File: config.mk
export PLATFORM = sky130hd
export DESIGN_NAME = rtc_host_regs
export DESIGN_NICKNAME = d
export VERILOG_FILES = /design/src/rtl/rtc_reg_pkg.sv /design/src/rtl/rtc_update_ctrl.sv /design/src/rtl/rtc_reg_file.sv /design/src/rtl/rtc_host_regs.sv
export SDC_FILE = /design/constraint.sdc
export NUM_CORES = 2
export LEC_CHECK = 0
export BUFFER_PORTS_ARGS = -buffer_cell sky130_fd_sc_hd__buf_4
export CAP_MARGIN = 20
export CORE_MARGIN = 5
export CORE_UTILIZATION = 25
export DETAILED_ROUTE_END_ITERATION = 7
export GPL_TIMING_DRIVEN = 0
export MAX_ROUTING_LAYER = met4
export PLACE_DENSITY = 0.4
export SETUP_SLACK_MARGIN = 0.4
export SYNTH_ARGS = -nofsm -noshare
export SYNTH_HDL_FRONTEND = slang
export SYNTH_SLANG_ARGS = --single-unit
export TNS_END_PERCENT = 100
File: constraint.sdc
create_clock -name clk -period 2.9 [get_ports clk]
set_input_delay 0.435 -clock clk [delete_from_list [all_inputs] [get_ports clk]]
set_output_delay 0.435 -clock clk [all_outputs]
set_load 0.02 [all_outputs]
File: src/rtl/rtc_reg_pkg.sv
package rtc_reg_pkg;
  localparam int IDX_SEC   = 0;
  localparam int IDX_ASEC  = 1;
  localparam int IDX_MIN   = 2;
  localparam int IDX_AMIN  = 3;
  localparam int IDX_HOUR  = 4;
  localparam int IDX_AHOUR = 5;
  localparam int IDX_WDAY  = 6;
  localparam int IDX_MDAY  = 7;
  localparam int IDX_MON   = 8;
  localparam int IDX_YEAR  = 9;
  localparam int IDX_CTLA  = 10;
  localparam int IDX_CTLB  = 11;
  localparam int IDX_CTLC  = 12;
  localparam int IDX_CTLD  = 13;

  localparam int NUM_TIME_FIELDS = 7;

  localparam logic [7:0] RST_CTLA = 8'h26;
  localparam logic [7:0] RST_CTLB = 8'h02;
  localparam logic [7:0] RST_CTLD = 8'h80;

  // strobes from the update sequencer to the register file
  typedef struct packed {
    logic startUpd;
    logic endUpd;
  } upd_strobe_t;
endpackage

File: src/rtl/rtc_update_ctrl.sv
module rtc_update_ctrl
  import rtc_reg_pkg::*;
#(
  parameter int UIP_TICKS = 8
) (
  input  logic        clk,
  input  logic        rstN,
  input  logic        secTick,
  input  logic        baseTick,
  input  logic        oscRun,
  output upd_strobe_t updStb
);
  localparam int CW = (UIP_TICKS > 1) ? $clog2(UIP_TICKS) : 1;
  localparam logic [CW-1:0] LAST = CW'(UIP_TICKS - 1);

  logic          busy;
  logic [CW-1:0] winCnt;

  always_comb begin
    updStb.startUpd = secTick & oscRun & ~busy;
    updStb.endUpd   = busy & baseTick & (winCnt == LAST);
  end

  always_ff @(posedge clk) begin
    if (!rstN) begin
      busy   <= 1'b0;
      winCnt <= '0;
    end else if (updStb.startUpd) begin
      busy   <= 1'b1;
      winCnt <= '0;
    end else if (updStb.endUpd) begin
      busy   <= 1'b0;
    end else if (busy && baseTick) begin
      winCnt <= winCnt + 1'b1;
    end
  end
endmodule

File: src/rtl/rtc_reg_file.sv
module rtc_reg_file
  import rtc_reg_pkg::*;
#(
  parameter int INDEX_W = 7
) (
  input  logic                         clk,
  input  logic                         rstN,
  input  logic                         hostSel,
  input  logic                         hostWr,
  input  logic                         hostRd,
  input  logic [7:0]                   hostWdata,
  output logic [7:0]                   hostRdata,
  input  upd_strobe_t                  updStb,
  input  logic [8*NUM_TIME_FIELDS-1:0] calTime,
  output logic                         calLoad,
  output logic [8*NUM_TIME_FIELDS-1:0] calLoadData,
  output logic [INDEX_W-1:0]           curIndex,
  output logic                         oscRun,
  output logic                         uipFlag,
  output logic                         uieFlag,
  output logic                         irq
);
  localparam int DEPTH = 1 << INDEX_W;
  localparam logic [INDEX_W-1:0] AI = INDEX_W'(IDX_CTLA);
  localparam logic [INDEX_W-1:0] BI = INDEX_W'(IDX_CTLB);
  localparam logic [INDEX_W-1:0] CI = INDEX_W'(IDX_CTLC);
  localparam logic [INDEX_W-1:0] DI = INDEX_W'(IDX_CTLD);

  logic [7:0]         mem [DEPTH];
  logic [INDEX_W-1:0] idx;
  logic [7:0]         cNext;
  logic               alarmHit;

  function automatic logic [INDEX_W-1:0] timeSlot(input int k);
    case (k)
      0: timeSlot = INDEX_W'(IDX_SEC);
      1: timeSlot = INDEX_W'(IDX_MIN);
      2: timeSlot = INDEX_W'(IDX_HOUR);
      3: timeSlot = INDEX_W'(IDX_WDAY);
      4: timeSlot = INDEX_W'(IDX_MDAY);
      5: timeSlot = INDEX_W'(IDX_MON);
      default: timeSlot = INDEX_W'(IDX_YEAR);
    endcase
  endfunction

  function automatic logic isTimeSlot(input logic [INDEX_W-1:0] i);
    isTimeSlot = 1'b0;
    for (int k = 0; k < NUM_TIME_FIELDS; k++)
      if (i == timeSlot(k)) isTimeSlot = 1'b1;
  endfunction

  function automatic logic fieldHit(input logic [7:0] alarm, input logic [7:0] now);
    fieldHit = (alarm[7:6] == 2'b11) || (alarm == now);
  endfunction

  wire dataWr  = hostWr & hostSel;
  wire dataRd  = hostRd & hostSel;
  wire setMode = mem[BI][7];

  assign curIndex  = idx;
  assign hostRdata = hostSel ? mem[idx] : 8'hFF;
  assign oscRun    = (mem[AI][6:4] == 3'b010);
  assign uipFlag   = mem[AI][7];
  assign uieFlag   = mem[BI][4];
  assign irq       = mem[CI][7];

  assign alarmHit = fieldHit(mem[INDEX_W'(IDX_ASEC)],  calTime[7:0])
                  & fieldHit(mem[INDEX_W'(IDX_AMIN)],  calTime[15:8])
                  & fieldHit(mem[INDEX_W'(IDX_AHOUR)], calTime[23:16]);

  for (genvar k = 0; k < NUM_TIME_FIELDS; k++) begin : gLoadData
    assign calLoadData[8*k +: 8] = mem[timeSlot(k)];
  end

  always_comb begin
    cNext = mem[CI];
    if (dataRd && idx == CI) cNext = '0;
    if (updStb.endUpd) begin
      if (mem[BI][5] && alarmHit) cNext = cNext | 8'hA0;
      if (mem[BI][4])             cNext = cNext | 8'h90;
    end
  end

  always_ff @(posedge clk) begin
    if (!rstN) begin
      idx     <= '0;
      calLoad <= 1'b0;
      for (int i = 0; i < DEPTH; i++) mem[i] <= '0;
      mem[AI] <= RST_CTLA;
      mem[BI] <= RST_CTLB;
      mem[DI] <= RST_CTLD;
    end else begin
      calLoad <= 1'b0;
      if (hostWr && !hostSel) idx <= hostWdata[INDEX_W-1:0];

      if (updStb.startUpd && !setMode) mem[AI][7] <= 1'b1;
      if (updStb.endUpd) begin
        if (!setMode)
          for (int k = 0; k < NUM_TIME_FIELDS; k++)
            mem[timeSlot(k)] <= calTime[8*k +: 8];
        mem[AI][7] <= 1'b0;
      end
      mem[CI] <= cNext;

      if (dataWr) begin
        if (idx == AI) begin
          mem[AI][6:0] <= hostWdata[6:0];
        end else if (idx == BI) begin
          mem[BI] <= hostWdata[7] ? (hostWdata & 8'hEF) : hostWdata;
          if (hostWdata[7])  mem[AI][7] <= 1'b0;
          else if (setMode)  calLoad    <= 1'b1;
        end else if (idx == CI || idx == DI) begin
          // read-only control bytes
        end else begin
          mem[idx] <= hostWdata;
          if (isTimeSlot(idx) && !setMode) calLoad <= 1'b1;
        end
      end
    end
  end
endmodule

File: src/rtl/rtc_host_regs.sv
module rtc_host_regs
  import rtc_reg_pkg::*;
#(
  parameter int INDEX_W   = 7,
  parameter int UIP_TICKS = 8
) (
  input  logic        clk,
  input  logic        rstN,
  input  logic        hostSel,
  input  logic        hostWr,
  input  logic        hostRd,
  input  logic [7:0]  hostWdata,
  output logic [7:0]  hostRdata,
  input  logic        secTick,
  input  logic        baseTick,
  input  logic [55:0] calTime,
  output logic        calAdvance,
  output logic        calLoad,
  output logic [55:0] calLoadData,
  output logic        irqOut
);
  upd_strobe_t        updStb;
  logic [INDEX_W-1:0] curIndex;
  logic               oscRun;
  logic               uipFlag;
  logic               uieFlag;

  rtc_update_ctrl #(.UIP_TICKS(UIP_TICKS)) uCtrl (
    .clk(clk), .rstN(rstN), .secTick(secTick), .baseTick(baseTick),
    .oscRun(oscRun), .updStb(updStb)
  );

  rtc_reg_file #(.INDEX_W(INDEX_W)) uRegs (
    .clk(clk), .rstN(rstN), .hostSel(hostSel), .hostWr(hostWr),
    .hostRd(hostRd), .hostWdata(hostWdata), .hostRdata(hostRdata),
    .updStb(updStb), .calTime(calTime), .calLoad(calLoad),
    .calLoadData(calLoadData), .curIndex(curIndex), .oscRun(oscRun),
    .uipFlag(uipFlag), .uieFlag(uieFlag), .irq(irqOut)
  );

  assign calAdvance = updStb.startUpd;
endmodule

==> summary.txt <==
Status
  – Run status: finished, violations left
  – Failing checks: negative setup slack

Die
  – Die W: approximately 450 um
  – Ports: between 100 and 150
  – Die area: around 200000 um2
  – Num rows: roughly 160
  – Core box area: slightly below 200000 um2
  – Initial Utilization: between 20% and 30%
  – Die Y: about 450 um

Power
  – Pwr Density: roughly 600 nW/um2
  – P_leak: 21.33 nW
  – Power after layout: around 37 mW
  – Worst VDD drop: between 0.0003 and 0.0004 V

Synthesis
  – Most numerous cell in the Yosys netlist: edfxtp_1
  – Share of the synthesized area in the top cell type: between 60 and 70%
  – Cells after synthesis: about 3300
  – Dominant synthesized flop cell: edfxtp_1
  – Top area cells in the synthesized netlist: edfxtp_1 63%, mux4_2 12%, and2_1 7.6%
  – Synth warn: 0
  – Sequential fraction of the synthesis area: a little under two thirds
  – Area leader, netlist: edfxtp_1
  – Flops & latches, synth: between 1000 and 1500
  – Post-synth ARST share: 0%
  – Post-Syn Area: 48660 um2
  – Post-synth EDFFs: 1021
  – Average size of a mapped cell: 14.64 um2
  – Synth top cells by count: 1021 x edfxtp_1, 594 x and2_1, 323 x nor3_1
  – Yosys cell types: 50

Global route
  – Met1 global-route usage: between 20 and 30%
  – Vias in the first global route: ~34000
  – Largest net degree at the start of global routing: 18
  – First-pass GRT wire length: between 200000 and 300000 um
  – GR Overflow Total: 0
  – Top Usage Layer GRT: met2
  – Met2 Use GR: between 30% and 40%
  – Initial antenna violation count: 15
  – GR Layer Usage met3: 4.631%
  – Gr usage total: approximately 22%

Cells and area
  – Layout cell share with drive strength beyond 1: 32.33%
  – Fillers: roughly 19000
  – Fin cells: roughly 6500
  – Multi-input logic area: approximately 18000 um2
  – Storage element area: roughly 31000 um2
  – Area Overhead vs Synth: 29.26%
  – Nets@finish: around 3900

Hold path
  – Min-delay worst type: primary input to flip-flop

STA
  – Clock Skew: 0.03664 ns
  – Final Setup Violations: 8
  – Post-route setup slack: -1.179 ns
  – Worst rel slew slack: between 10% and 20%
  – Final Cycle Share: 140.7%
  – Setup repair after global routing missed its margin: yes
  – Max-slew violations: 0
  – Fmax: around 250 MHz
  – Worst-Margin Slew: about 1.3 ns
  – Hold Fails Final Rpt: 0
  – Period minus WS final: between 4 and 5 ns

Worst setup path
  – Max FO, Critical Path: 7
  – CP Capture Type: output pin
  – Most frequent CP cell: buf_16
  – Critical path class: flip-flop to output pin
  – Crit path DAT: 3.64 ns
  – Buf/Inv on CP: 5
  – CP required: 2.47 ns
  – CP max stage cell: mux4_2
  – Critical path cell sequence: clkbuf_16 -> buf_12 -> buf_16 -> buf_16 -> mux4_2 -> mux2i_4 -> o21ai_2 -> a221oi_4 -> nor2_4 -> buf_6
  – Startpoint types: flip-flop
  – Cell family with most CP delay: buffers and inverters
  – Slowest stage delay, CP: roughly 0.56 ns

Route
  – Routed length per instance: around 34 um
  – Vias per inst: 5.194
  – Drt first pass iters: 6
  – Drt initial violations: 3992
  – DRT antenna net count: 0
  – Total Routed Length: ~220000 um
  – Residual DRC: 0
  – Vias: between 30000 and 40000

Clocking
  – Root Buffer: clkbuf_16
  – H-tree depth: 4
  – CTS Buf Count: between 100 and 150
  – Worst-path clk slew: roughly 0.060 ns
  – Clock Tree Buf Depth: 3
  – TritonCTS clock tree: yes
  – Clock Latency Late Sink: around 0.8 ns
  – Clock sinks: approximately 1000

Placed design
  – Post-Place Worst Slack: -1.646 ns
  – Final HPWL DP: roughly 160000 um
  – Port Buffers: 129
  – RePlAce Congestion: 0.9674
  – Placed cells: about 6100

Run
  – Max Cap Viol: 0
==> flip-flops by register name, indices dropped and copies added, names as in the netlist, named ones only <==
register        flops
uCtrl.busy          1
uRegs.calLoad       1
uRegs.curIndex      7
uCtrl.winCnt        3
uRegs.mem        1024
==> kinds of logic (layout without fill, tap and decap cells) <==
kind of cell / count (synthesis) / in the layout / share of synthesized area [%]
XOR/XNOR: 26 / 26 / 0.4680
other: 2 / 18 / 0.01543
adder cells (fa/ha/maj): 2 / 2 / 0.05142
AND/OR/NAND/NOR: 1221 / 1221 / 14.16
buffers and inverters: 367 / 952 / 3.302
flip-flops: 1043 / 1043 / 63.91
multiplexers: 361 / 361 / 14.01
AO/OA/AOI/OAI: 301 / 301 / 4.081
==> cell type report <==
type	instances	area share, %
Sequential cell	1043	49.45
Buffer	358	4.146
Tap cell	2542	5.057
Inverter	9	0.06366
Multi-Input combinational cell	1924	29.09
Clock inverter	49	0.5610
Timing Repair Buffer	362	5.942
Clock buffer	174	5.668
Antenna cell	5	0.01989
==> layer usage <==
metal | vias up | part of all wire, %
met2 | 1686 | 44
met5 | - | 0
met4 | 0 | 4.5
met1 | 17750 | 43
met3 | 382 | 8.6
li1 | 13760 | -
==> cell usage in the layout, fill, tap and decap left out, types with 19 or more instances in the layout <==
| master | n |
|---|---|
| mux4_2 | 256 |
| edfxtp_1 | 1021 |
| clkinv_1 | 23 |
| clkbuf_1 | 197 |
| clkbuf_2 | 44 |
| a221oi_2 | 40 |
| o21ai_0 | 19 |
| buf_4 | 240 |
| mux2i_1 | 63 |
| mux2i_4 | 24 |
| buf_12 | 51 |
| dlygate4sd3_1 | 40 |
| a221oi_4 | 24 |
| clkbuf_4 | 19 |
| and2_1 | 594 |
| nor3_1 | 316 |
| o21ai_1 | 35 |
| buf_6 | 49 |
| nand2_1 | 46 |
| buf_8 | 46 |
| xor2_1 | 25 |
| a22o_1 | 40 |
| o21ai_2 | 50 |
| nor3_2 | 34 |
| clkbuf_16 | 139 |
| nor2_1 | 113 |
| buf_2 | 29 |
| nor2_2 | 21 |
| o21ai_4 | 65 |
==> metrics by stage <==
| stage | setup TNS, ns | hold slack, ns | utilization [%] | cell area (um2) |
|---|---|---|---|---|
| 2_1_floorplan | 0 | 0.4600 | - | 48700 |
| 3_3_place_gp | -1575.15 | 0.4880 | 27.22 | 52850 |
| 3_5_place_dp | -652.86 | 0.4863 | 27.75 | 53880 |
| 4_1_cts | -8.781 | 0.04699 | 32.02 | 62170 |
| 5_1_grt | -8.812 | 0.07662 | 32.39 | 62890 |
| 6_report | -8.886 | 0.09663 | 32.39 | 62900 |
==> worst register-to-register path: cells and delay by family (launching register included) <==
family                 cells  cell delay (ns)
AOI/OAI and AO/OA          1             0.51
and+or+nand+nor            1             0.39
buffers and inverters      4             0.95
DFF                        1             0.31
==> power by group <==
group	switching [mW]	internal [mW]
clock	6.75	8.79
combinational	2.57	1.42
sequential	0.205	17.0
==> worst paths after layout <==
check,from,endpoint,slack (ns),depth (start not counted)
worst max register to register,uRegs.curIndex[1],uRegs.mem[97][7],0.38,6
worst min-delay path,calTime[13],uRegs.mem[2][5],0.1,3
worst min register to register,uCtrl.busy,uCtrl.busy,0.50,2
worst max-delay path,flip-flop,hostRdata[7],-1.18,10
==> repair_timing <==
action | CTS | global route
hold endpoints to repair | 40 | 0
gates cloned | 6 | 0
buffers inserted | 63 | 15
pin swaps | 70 | 30
endpoints found under the setup margin | 1797 | 535
gates resized for setup | 733 | 131
hold buffers | 40 | 0
No activity file was read; power rests on OpenSTA's default activity.
